`config.mk`:
```
export PLATFORM = sky130hd
export DESIGN_NAME = snd_i2c_ctrl
export DESIGN_NICKNAME = d
export VERILOG_FILES = /design/src/rtl/snd_i2c_pkg.sv /design/src/rtl/snd_i2c_sync.sv /design/src/rtl/snd_i2c_engine.sv /design/src/rtl/snd_i2c_regbank.sv /design/src/rtl/snd_i2c_ctrl.sv
export SDC_FILE = /design/constraint.sdc
export NUM_CORES = 1
export LEC_CHECK = 0
export BUFFER_PORTS_ARGS = -buffer_cell sky130_fd_sc_hd__buf_2
export CORE_AREA = 3 3 72 141
export DETAILED_ROUTE_END_ITERATION = 7
export DIE_AREA = 0 0 75 144
export GPL_TIMING_DRIVEN = 1
export PLACE_DENSITY_LB_ADDON = 0.2
export SETUP_SLACK_MARGIN = 0.4
export SLEW_MARGIN = 20
export SYNTH_ARGS = -nofsm -noshare
export SYNTH_HDL_FRONTEND = slang
export SYNTH_SLANG_ARGS = --single-unit
```
`constraint.sdc`:
```
create_clock -name clk_i -period 5.3 [get_ports clk_i]
set_input_delay 0.795 -clock clk_i [delete_from_list [all_inputs] [get_ports clk_i]]
set_output_delay 0.795 -clock clk_i [all_outputs]
set_load 0.05 [all_outputs]
```
`src/rtl/snd_i2c_pkg.sv`:
```
package snd_i2c_pkg;
  localparam int DW       = 8;
  localparam int SUB_W    = 7;
  localparam int NUM_REGS = 5;

  typedef enum logic [3:0] {
    ST_IDLE,
    ST_ADDR,
    ST_ADDR_ACK,
    ST_SUB,
    ST_SUB_ACK,
    ST_DATA,
    ST_DATA_ACK,
    ST_READ,
    ST_READ_ACK,
    ST_IGNORE
  } bus_state_e;

  // sub-address held by each register slot
  function automatic logic [SUB_W-1:0] slot_addr(input int k);
    case (k)
      0:       return 7'h00;
      1:       return 7'h01;
      2:       return 7'h02;
      3:       return 7'h05;
      default: return 7'h06;
    endcase
  endfunction
endpackage

```
`src/rtl/snd_i2c_sync.sv`:
```
module snd_i2c_sync #(
  parameter int               WIDTH   = 2,
  parameter int               STAGES  = 2,
  parameter logic [WIDTH-1:0] RST_VAL = '0
) (
  input  logic             clk_i,
  input  logic             rst_ni,
  input  logic [WIDTH-1:0] d_i,
  output logic [WIDTH-1:0] q_o
);
  logic [WIDTH-1:0] chain_q [STAGES];

  always_ff @(posedge clk_i or negedge rst_ni) begin
    if (!rst_ni) begin
      for (int s = 0; s < STAGES; s++) chain_q[s] <= RST_VAL;
    end else begin
      chain_q[0] <= d_i;
      for (int s = 1; s < STAGES; s++) chain_q[s] <= chain_q[s-1];
    end
  end

  assign q_o = chain_q[STAGES-1];
endmodule

```
`src/rtl/snd_i2c_engine.sv`:
```
module snd_i2c_engine
  import snd_i2c_pkg::*;
#(
  parameter logic [SUB_W-1:0] DEV_ADDR = 7'h5B
) (
  input  logic             clk_i,
  input  logic             rst_ni,
  input  logic             scl_s_i,
  input  logic             sda_s_i,
  input  logic [DW-1:0]    status_i,
  output logic             sda_oe_o,
  output logic             wr_en_o,
  output logic [SUB_W-1:0] wr_addr_o,
  output logic [DW-1:0]    wr_data_o,
  output bus_state_e       state_o,
  output logic             start_o,
  output logic             stop_o
);
  localparam int CW = $clog2(DW + 1);
  localparam logic [CW-1:0] LAST = CW'(DW);

  bus_state_e       state_q;
  logic [CW-1:0]    cnt_q;
  logic [DW-1:0]    sh_q, tx_q;
  logic [SUB_W-1:0] ptr_q;
  logic             renew_q, rw_q, mack_q, oe_q;
  logic             scl_p_q, sda_p_q;

  logic scl_rise, scl_fall, start_det, stop_det;
  assign scl_rise  = scl_s_i & ~scl_p_q;
  assign scl_fall  = ~scl_s_i & scl_p_q;
  assign start_det = scl_s_i & scl_p_q & sda_p_q & ~sda_s_i;
  assign stop_det  = scl_s_i & scl_p_q & ~sda_p_q & sda_s_i;

  always_ff @(posedge clk_i or negedge rst_ni) begin
    if (!rst_ni) begin
      state_q   <= ST_IDLE;
      cnt_q     <= '0;
      sh_q      <= '0;
      tx_q      <= '0;
      ptr_q     <= '0;
      renew_q   <= 1'b0;
      rw_q      <= 1'b0;
      mack_q    <= 1'b0;
      oe_q      <= 1'b0;
      scl_p_q   <= 1'b1;
      sda_p_q   <= 1'b1;
      wr_en_o   <= 1'b0;
      wr_addr_o <= '0;
      wr_data_o <= '0;
    end else begin
      scl_p_q <= scl_s_i;
      sda_p_q <= sda_s_i;
      wr_en_o <= 1'b0;
      if (start_det) begin
        state_q <= ST_ADDR;
        cnt_q   <= '0;
        oe_q    <= 1'b0;
      end else if (stop_det) begin
        state_q <= ST_IDLE;
        cnt_q   <= '0;
        oe_q    <= 1'b0;
      end else begin
        unique case (state_q)
          ST_ADDR, ST_SUB, ST_DATA: begin
            if (scl_rise) begin
              sh_q  <= {sh_q[DW-2:0], sda_s_i};
              cnt_q <= cnt_q + 1'b1;
            end else if (scl_fall && cnt_q == LAST) begin
              cnt_q <= '0;
              case (state_q)
                ST_ADDR: begin
                  if (sh_q[DW-1:1] == DEV_ADDR) begin
                    oe_q    <= 1'b1;
                    rw_q    <= sh_q[0];
                    state_q <= ST_ADDR_ACK;
                  end else begin
                    state_q <= ST_IGNORE;
                  end
                end
                ST_SUB: begin
                  ptr_q   <= sh_q[SUB_W-1:0];
                  renew_q <= sh_q[DW-1];
                  oe_q    <= 1'b1;
                  state_q <= ST_SUB_ACK;
                end
                default: begin
                  wr_en_o   <= 1'b1;
                  wr_addr_o <= ptr_q;
                  wr_data_o <= sh_q;
                  if (!renew_q) ptr_q <= ptr_q + 1'b1;
                  oe_q    <= 1'b1;
                  state_q <= ST_DATA_ACK;
                end
              endcase
            end
          end
          ST_ADDR_ACK: begin
            if (scl_fall) begin
              cnt_q <= '0;
              if (rw_q) begin
                tx_q    <= status_i;
                oe_q    <= ~status_i[DW-1];
                state_q <= ST_READ;
              end else begin
                oe_q    <= 1'b0;
                state_q <= ST_SUB;
              end
            end
          end
          ST_SUB_ACK, ST_DATA_ACK: begin
            if (scl_fall) begin
              oe_q    <= 1'b0;
              cnt_q   <= '0;
              state_q <= ST_DATA;
            end
          end
          ST_READ: begin
            if (scl_rise) begin
              cnt_q <= cnt_q + 1'b1;
            end else if (scl_fall) begin
              if (cnt_q == LAST) begin
                oe_q    <= 1'b0;
                cnt_q   <= '0;
                state_q <= ST_READ_ACK;
              end else begin
                tx_q <= {tx_q[DW-2:0], 1'b0};
                oe_q <= ~tx_q[DW-2];
              end
            end
          end
          ST_READ_ACK: begin
            if (scl_rise) begin
              mack_q <= ~sda_s_i;
            end else if (scl_fall) begin
              if (mack_q) begin
                tx_q    <= status_i;
                oe_q    <= ~status_i[DW-1];
                cnt_q   <= '0;
                state_q <= ST_READ;
              end else begin
                state_q <= ST_IGNORE;
              end
            end
          end
          default: ;
        endcase
      end
    end
  end

  assign sda_oe_o = oe_q;
  assign state_o  = state_q;
  assign start_o  = start_det;
  assign stop_o   = stop_det;
endmodule

```
`src/rtl/snd_i2c_regbank.sv`:
```
module snd_i2c_regbank
  import snd_i2c_pkg::*;
#(
  parameter int N = NUM_REGS
) (
  input  logic             clk_i,
  input  logic             rst_ni,
  input  logic             wr_en_i,
  input  logic [SUB_W-1:0] wr_addr_i,
  input  logic [DW-1:0]    wr_data_i,
  output logic [N*DW-1:0]  cfg_o
);
  for (genvar k = 0; k < N; k++) begin : g_slot
    localparam logic [SUB_W-1:0] SLOT_ADDR = slot_addr(k);
    logic [DW-1:0] val_q;

    always_ff @(posedge clk_i or negedge rst_ni) begin
      if (!rst_ni)                                 val_q <= '0;
      else if (wr_en_i && wr_addr_i == SLOT_ADDR)  val_q <= wr_data_i;
    end

    assign cfg_o[k*DW +: DW] = val_q;
  end
endmodule

```
`src/rtl/snd_i2c_ctrl.sv`:
```
module snd_i2c_ctrl
  import snd_i2c_pkg::*;
#(
  parameter logic [SUB_W-1:0] DEV_ADDR = 7'h5B,
  parameter int               N_REGS   = NUM_REGS,
  parameter int               SYNC_STG = 2
) (
  input  logic                 clk_i,
  input  logic                 rst_ni,
  input  logic                 scl_i,
  input  logic                 sda_i,
  output logic                 sda_oe_o,
  input  logic                 pilot_det_i,
  input  logic                 sap_det_i,
  output logic [N_REGS*DW-1:0] cfg_o
);
  localparam int CFG_W = N_REGS * DW;

  logic [1:0]       bus_s, det_s;
  logic [DW-1:0]    status;
  logic             wr_en, start_det, stop_det;
  logic [SUB_W-1:0] wr_addr;
  logic [DW-1:0]    wr_data;
  bus_state_e       state;

  snd_i2c_sync #(.WIDTH(2), .STAGES(SYNC_STG), .RST_VAL(2'b11)) i_bus_sync (
    .clk_i (clk_i),
    .rst_ni(rst_ni),
    .d_i   ({scl_i, sda_i}),
    .q_o   (bus_s)
  );

  snd_i2c_sync #(.WIDTH(2), .STAGES(SYNC_STG), .RST_VAL(2'b00)) i_det_sync (
    .clk_i (clk_i),
    .rst_ni(rst_ni),
    .d_i   ({pilot_det_i, sap_det_i}),
    .q_o   (det_s)
  );

  assign status = {det_s, {(DW-2){1'b0}}};

  snd_i2c_engine #(.DEV_ADDR(DEV_ADDR)) i_engine (
    .clk_i    (clk_i),
    .rst_ni   (rst_ni),
    .scl_s_i  (bus_s[1]),
    .sda_s_i  (bus_s[0]),
    .status_i (status),
    .sda_oe_o (sda_oe_o),
    .wr_en_o  (wr_en),
    .wr_addr_o(wr_addr),
    .wr_data_o(wr_data),
    .state_o  (state),
    .start_o  (start_det),
    .stop_o   (stop_det)
  );

  snd_i2c_regbank #(.N(N_REGS)) i_regbank (
    .clk_i    (clk_i),
    .rst_ni   (rst_ni),
    .wr_en_i  (wr_en),
    .wr_addr_i(wr_addr),
    .wr_data_i(wr_data),
    .cfg_o    (cfg_o)
  );
endmodule

```
==> results of run 1 <==
-- layout make-up --
class                      instances  area [um2]
clock buffer                       9       225.2
clock inverter                     7       55.05
fill                             810        4314
inverter                           8       30.03
multi-input combinational        221        1783
sequential                        94        2360
tap                              102       127.6
timing repair buffer              47       240.2
-- worst reg2reg max path: stages, from the launching register on --
cell and delay (ns):
dfrtp_1 0.76, nor2b_1 0.18, a211oi_1 0.39, o21ai_0 0.30
a32oi_1 0.27, a32oi_1 0.09
-- final timing paths --
check	start	endpoint	slack, ns	depth (start not counted)
max	i_engine.state_o[3]	i_engine.state_o[0]	3.17	5
min reg2reg	i_det_sync.chain_q[3]	i_det_sync.q_o[1]	0.35	0
min	i_det_sync.chain_q[3]	i_det_sync.q_o[1]	0.35	0
min in group asynchronous	rst_ni	i_engine.wr_addr_o[3]	0.37	1
max reg2reg	i_engine.state_o[3]	i_engine.state_o[0]	3.17	5
max in group asynchronous	rst_ni	i_det_sync.q_o[0]	3.78	2
-- sequential cells by signal, summed over array words and instances, names as in the netlist --
name and cells:
i_regbank.g_slot.val_q 40, i_engine.sh_q 8, i_engine.wr_data_o 8, i_engine.ptr_q 7, i_engine.wr_addr_o 7, i_engine.cnt_q 4, i_engine.state_o 4, i_bus_sync.chain_q 2
i_bus_sync.q_o 2, i_det_sync.chain_q 2, i_det_sync.q_o 2, i_engine.mack_q 1, i_engine.renew_q 1, i_engine.rw_q 1, i_engine.scl_p_q 1, i_engine.sda_oe_o 1
i_engine.sda_p_q 1, i_engine.tx_q 1, i_engine.wr_en_o 1
-- report_power, final --
part | internal, mW | total [mW] | switching (mW)
registers | 0.760 | 0.830 | 0.0699
logic | 0.0621 | 0.128 | 0.0663
clock network | 0.323 | 0.606 | 0.283
total | 1.14 | 1.56 | 0.419
-- cells in the mapped netlist (all sizes together) (2+ instances only) --
master   count
o2bb2ai      2
a21boi       2
nand4b       3
clkbuf       4
mux2i        5
nand2       19
nor3b        4
nand4        3
a21oi       10
o21ai       12
a211oi       2
nor4         2
a2bb2oi      2
a32oi        3
o31ai        4
nor2b       10
nor3         4
mux2        65
a31oi        3
buf          7
o22a         2
nor2        11
inv          8
nand3       10
nand2b       9
ha           3
nand3b       4
dfrtp       88
o22ai        4
xor2         2
or2          2
and3         3
dfstp        6
o21a         2
-- cell families after synthesis --
group / synth area share, %
DFF: 55.77
and+or+nand+nor: 13.19
muxes: 18.48
AOI/OAI and AO/OA: 9.166
buffers and inverters: 2.099
adders and majority gates: 0.8871
xor gates and xnor gates: 0.4140
-- routing by layer --
layer	vias to the layer above	wire length [um]	track usage, %
met3	25	291	2.714
li1	1317	-	-
met2	65	5080	33.16
met1	1396	3047	17.57
met5	-	0	0
met4	0	361	10.51
-- through the flow --
stage | power (mW) | utilization (%)
2_1_floorplan | 0.9125 | -
3_3_place_gp | 0.9692 | 49.71
3_5_place_dp | 0.9753 | 49.71
4_1_cts | 1.587 | 52.77
6_report | 1.564 | 52.77
5_1_grt | 1.637 | 52.77
==> out/summary.txt, run 1 <==
Post-placement cell area = 0.004541 mm2
Worst slack, placed = 3.224 ns
Largest net degree at the start of global routing = 66
Via count = 2803
GPL Wtd Cong = 0.8513
Critical path's top delay family = compound AO/OA/AOI/OAI gates
WP data arrival = 2.33 ns
Sequential area share after synthesis = 55.77%
Root buf cell = clkbuf_16
Placed cell count = 472
Avg Synthesized Cell Area = 12.67 um2
Via density = 5.744
CTS H-tree depth = 3
WS Path Type = flop to flop
Post-synth EDFFs = 0
Synth top area cells = dfrtp_1, mux2_2, dfstp_2, nand2_1, nor2b_1
Routed wire length = 8.780 mm
Nets = 390
Die H = 144 um
Setup violators final = 0
Clk_lat worst skew = 0.34 ns
Worst-path maximum fanout = 19
Slew Limit Fails = 0
I/O Pins = 47
Post-Syn Nets = 343
Yosys cell types = 57
Initial Util = 46.32%
Most common cell after layout, fill and taps aside = dfrtp_1
Dpl hpwl = 6.599 mm
Max Root-Sink Buffers = 2
Hold_buf cts = 0
Die X-Extent = 75 um
Routed wire per std cell = 17.99 um
First-pass GRT wire length = 14.22 mm
Least-Margin Pin Slew = 0.8059 ns
Post CTS Setup Buffer Count = 0
CP startpoint kind = flop
Primary FF master, synth = dfrtp_1
Flops & latches, synth = 94
CTS sink count = 94
Final setup TNS = 0 ns
Core area = 0.009135 mm2
Fin. Hold Viols = 0
Hold Slack = 0.3512 ns
Max Cap Viol = 0
1st-iter DRT viols = 138
Gate Count Post-Synth = 334
Top cell by count, worst path = a32oi_1
# resized after CTS = 0
Vias in the first global route = 2858
DRC viols = 0
Fmax = 470.2 MHz
Final non-filler cell area = 0.004821 mm2
Hold WC Path Type = flop to flop
DRT Pass-1 Iters = 4
CP bufs+invs = 0
CTS tree = yes
CTS clk-pin slew, worst paths = 0.06 ns
Worst Setup End Kind = flop
Clock skew = 0.008317 ns
Standard-cell rows = 49
Total grt overflow = 0
Slowest CP cell = dfrtp_1
Post-route insts no fill = 488
TritonCTS buffer count = 9
Status = completed
Worst EP required = 5.50 ns
Mapped Area = 0.004232 mm2
Cell taking the most area after synthesis = dfrtp_1
Minimum clock period = 2.127 ns
Total track usage = 17.79%
Pwr Density = 324.4 mW/mm2
Remaining antenna violation count after routing = 0
Initial antenna violation count = 0
Ys Warns = 0
Crit-path cells = nor2b_1 -> a211oi_1 -> o21ai_0 -> a32oi_1 -> a32oi_1
Leading cell types in the layout, fill and taps excluded = dfrtp_1, mux2_2, buf_2
Rel. slew slack = 46.28%
VDD IR max = 0.0002320 V
Critical Path Max Stage Delay = 0.76 ns
Post-synth top area share = 52.04%
RSZ-0062 raised after global routing = false
Lkg Pwr = 2.356 nW
Port bufs = 46
Die area = 0.01080 mm2
Share of post-route cells with drive strength above 1 = 38.34%
Post-synth ARST share = 100.0%
Ant diodes = 0
Min setup slack post-route = 3.173 ns
Fin crit share = 40.13%
Layout area overhead = 13.93%
Power figures use the tool's default switching activity.
==> run 2: changes to the inputs <==
- ABC_AREA: unset -> 1
- CORE_AREA: 3 3 72 141 -> 3 3 71 140
- DIE_AREA: 0 0 75 144 -> 0 0 74 143
- clock period: 5.3 -> 2.1 ns (I/O delays scaled with it)
==> run 2 against run 1 <==
Global-route usage up 2.4 points. Worst setup slack worse by 2.8 ns. Combinational power rose to 11 times the previous value. Utilization up 3.5 points. Register-to-register slack worse by 2.8 ns. Sequential power rose to 2.6 times the previous value. Maximum frequency up 25%. Hold slack worse by 0.29 ns. Clock skew down 0.0011 ns. Cell count up 32%. Highest routed layer unchanged. Die area down 2.0%. Largest cell class unchanged. Wire length up 15%.
==> out/summary.txt, run 2 <==
Post-synth ARST share = 100.0%
VDD IR max = 0.0005737 V
First-pass GRT wire length = 15.84 mm
Fin. Hold Viols = 0
Via density = 5.138
Largest registers = i_regbank.g_slot.val_q: 40 flops, i_engine.sh_q: 8 flops, i_engine.wr_data_o: 8 flops
P_sw = 1.855 mW
Worst r2r src = i_engine.cnt_q[1]
Count leader, synth = nand2_1
Initial Util = 46.56%
Post-synth top area share = 52.47%
Register share of total power = 42.2%
Routed wire length = 10.09 mm
Post-Syn Nets = 485
CP Launch Point = i_engine.cnt_q[1]
Dpl hpwl = 7.279 mm
Primary FF master, synth = dfrtp_1
Mapped Area = 0.004197 mm2
Final setup TNS = 0 ns
Remaining antenna violation count after routing = 0
Status = completed
Total track usage = 20.21%
Standard-cell rows = 49
Largest net degree at the start of global routing = 39
DRT Pass-1 Iters = 4
Clock skew = 0.007212 ns
Combinational share of power = 26.2%
Layout fillers = 828
Min setup slack post-route = 0.4029 ns
Minimum clock period = 1.697 ns
Pwr Density = 1025 mW/mm2
Root buf cell = clkbuf_16
Area of the multi-input gates = 0.001660 mm2
Routed wire per std cell = 15.67 um
CTS clk-pin slew, worst paths = 0.07 ns
Flops & latches, synth = 94
Leading cell types in the layout, fill and taps excluded = nand2_1, dfrtp_1, o21ai_0
Clk_lat worst skew = 0.35 ns
Cell taking the most area after synthesis = dfrtp_1
Synth top area cells = dfrtp_1, nand2_1, o21ai_0, inv_1, dfstp_2
TritonCTS buffer count = 9
GPL Wtd Cong = 0.8961
Die H = 143 um
Total grt overflow = 0
I/O Pins = 47
Least-Margin Pin Slew = 0.4583 ns
Avg Synthesized Cell Area = 8.816 um2
CTS tree = yes
Core area = 0.009012 mm2
Gate Count Post-Synth = 476
Layout Utilization = 56.24%
Share of post-route cells with drive strength above 1 = 24.91%
Register area = 0.002364 mm2
Worst Hold Launch = scl_i
Die X-Extent = 74 um
WP data arrival = 1.91 ns
Vias in the first global route = 3236
Post-route insts no fill = 644
Sequential area share after synthesis = 56.23%
CTS H-tree depth = 3
Yosys cell types = 31
Lkg Pwr = 2.485 nW
Post-placement cell area = 0.004526 mm2
Max FFs per register = 40
Fin crit share = 80.81%
Ant diodes = 0
Most common cell after layout, fill and taps aside = nand2_1
Slew Limit Fails = 0
Via count = 3309
1st-iter DRT viols = 237
CP startpoint kind = flop
WS Path Type = flop to flop
Max Root-Sink Buffers = 2
Initial antenna violation count = 0
DRC viols = 0
Max Cap Viol = 0
Worst slack, placed = 0.3233 ns
Ys Warns = 0
Worst Setup End Kind = flop
Top reg by flops = i_regbank.g_slot.val_q
RSZ-0062 raised after global routing = true
Setup violators final = 0
Nets = 546
Rel. slew slack = 69.38%
Die area = 0.01058 mm2
Synth cell count leaders = nand2_1, dfrtp_1, o21ai_0, inv_1, nor2_1
CTS sink count = 94
Internal power = 3.342 mW
Fmax = 589.2 MHz
Worst-path maximum fanout = 11
Placed cell count = 618
Sw Ratio = 35.69%
Final non-filler cell area = 0.005069 mm2
Port bufs = 46
Post-synth EDFFs = 0
Clk network pwr share = 31.6%
Layout area overhead = 20.78%
Worst EP required = 2.32 ns
Hold WC Path Type = input pin to flop
[run 2: logic make-up (layout without fill, tap and decap cells)]
logic type                 Yosys count  after routing  share of synthesized area [%]
and+or+nand+nor                    222            222                          23.46
DFF                                 94             94                          56.23
AOI/OAI and AO/OA                   93             93                          12.16
buffers and inverters               60            126                          6.410
xor gates and xnor gates             4              4                         0.8347
adders and majority gates            3              3                         0.8945
[run 2: timing repair]
| action | in CTS | in global routing |
|---|---|---|
| setup endpoints to repair | 26 | 36 |
| setup buffers | 0 | 7 |
| endpoints found under the hold margin | 34 | 0 |
| pin swaps | 0 | 6 |
| hold buffers | 1 | 0 |
| gates cloned | 0 | 2 |
| resized for setup | 5 | 37 |
[run 2: final timing paths]
path	to	slack (ns)	depth (start not counted)
max	i_engine.wr_data_o[3]	0.40	9
min	i_bus_sync.chain_q[3]	0.07	1
max reg2reg	i_engine.wr_data_o[3]	0.40	9
min reg2reg	i_det_sync.q_o[1]	0.35	0
max in group asynchronous	i_engine.state_o[1]	0.93	3
min in group asynchronous	i_regbank.g_slot[2].val_q[5]	0.46	2
[run 2: metal layers]
layer	vias to the layer above	GRT usage, %	wire length, um
met4	0	10.60	397
met3	24	4.299	288
li1	1650	-	-
met5	-	0	0
met1	1571	19.33	3525
met2	64	38.25	5882
[run 2: per-stage QoR]
stage                     hold slack (ns)  total power, mW
after floorplan                   0.01941            3.104
after global placement             0.2964            3.445
after detailed placement           0.2991            3.453
after CTS                         0.05140            5.111
after global routing              0.04788            5.506
final                             0.06577            5.198
[run 2: power groups by stage]
| stage | Combinational [mW] | Clock [mW] | Sequential [mW] |
|---|---|---|---|
| global route | 1.54 | 1.75 | 2.22 |
| global placement | 1.25 | 0 | 2.20 |
| finish | 1.36 | 1.64 | 2.19 |
| floorplan | 0.941 | 0 | 2.16 |
| CTS | 1.26 | 1.68 | 2.17 |
| detailed placement | 1.25 | 0 | 2.20 |
[run 2: cell type report]
| class | count | area share, % |
|---|---|---|
| clock inverter | 6 | 1.382 |
| multi-input combinational | 322 | 32.76 |
| sequential | 94 | 46.63 |
| clock buffer | 10 | 4.517 |
| tap | 102 | 2.518 |
| timing repair buffer | 62 | 8.590 |
| inverter | 48 | 3.604 |
[run 2: worst max-delay path, cell delays in order, from the launching register on]
cell       delay [ns]
dfrtp_1          0.42
inv_1            0.07
ha_2             0.18
nand3_2          0.09
nor2_4           0.19
nand2_4          0.09
nor2_4           0.18
buf_12           0.13
clkbuf_16        0.14
o21ai_0          0.07
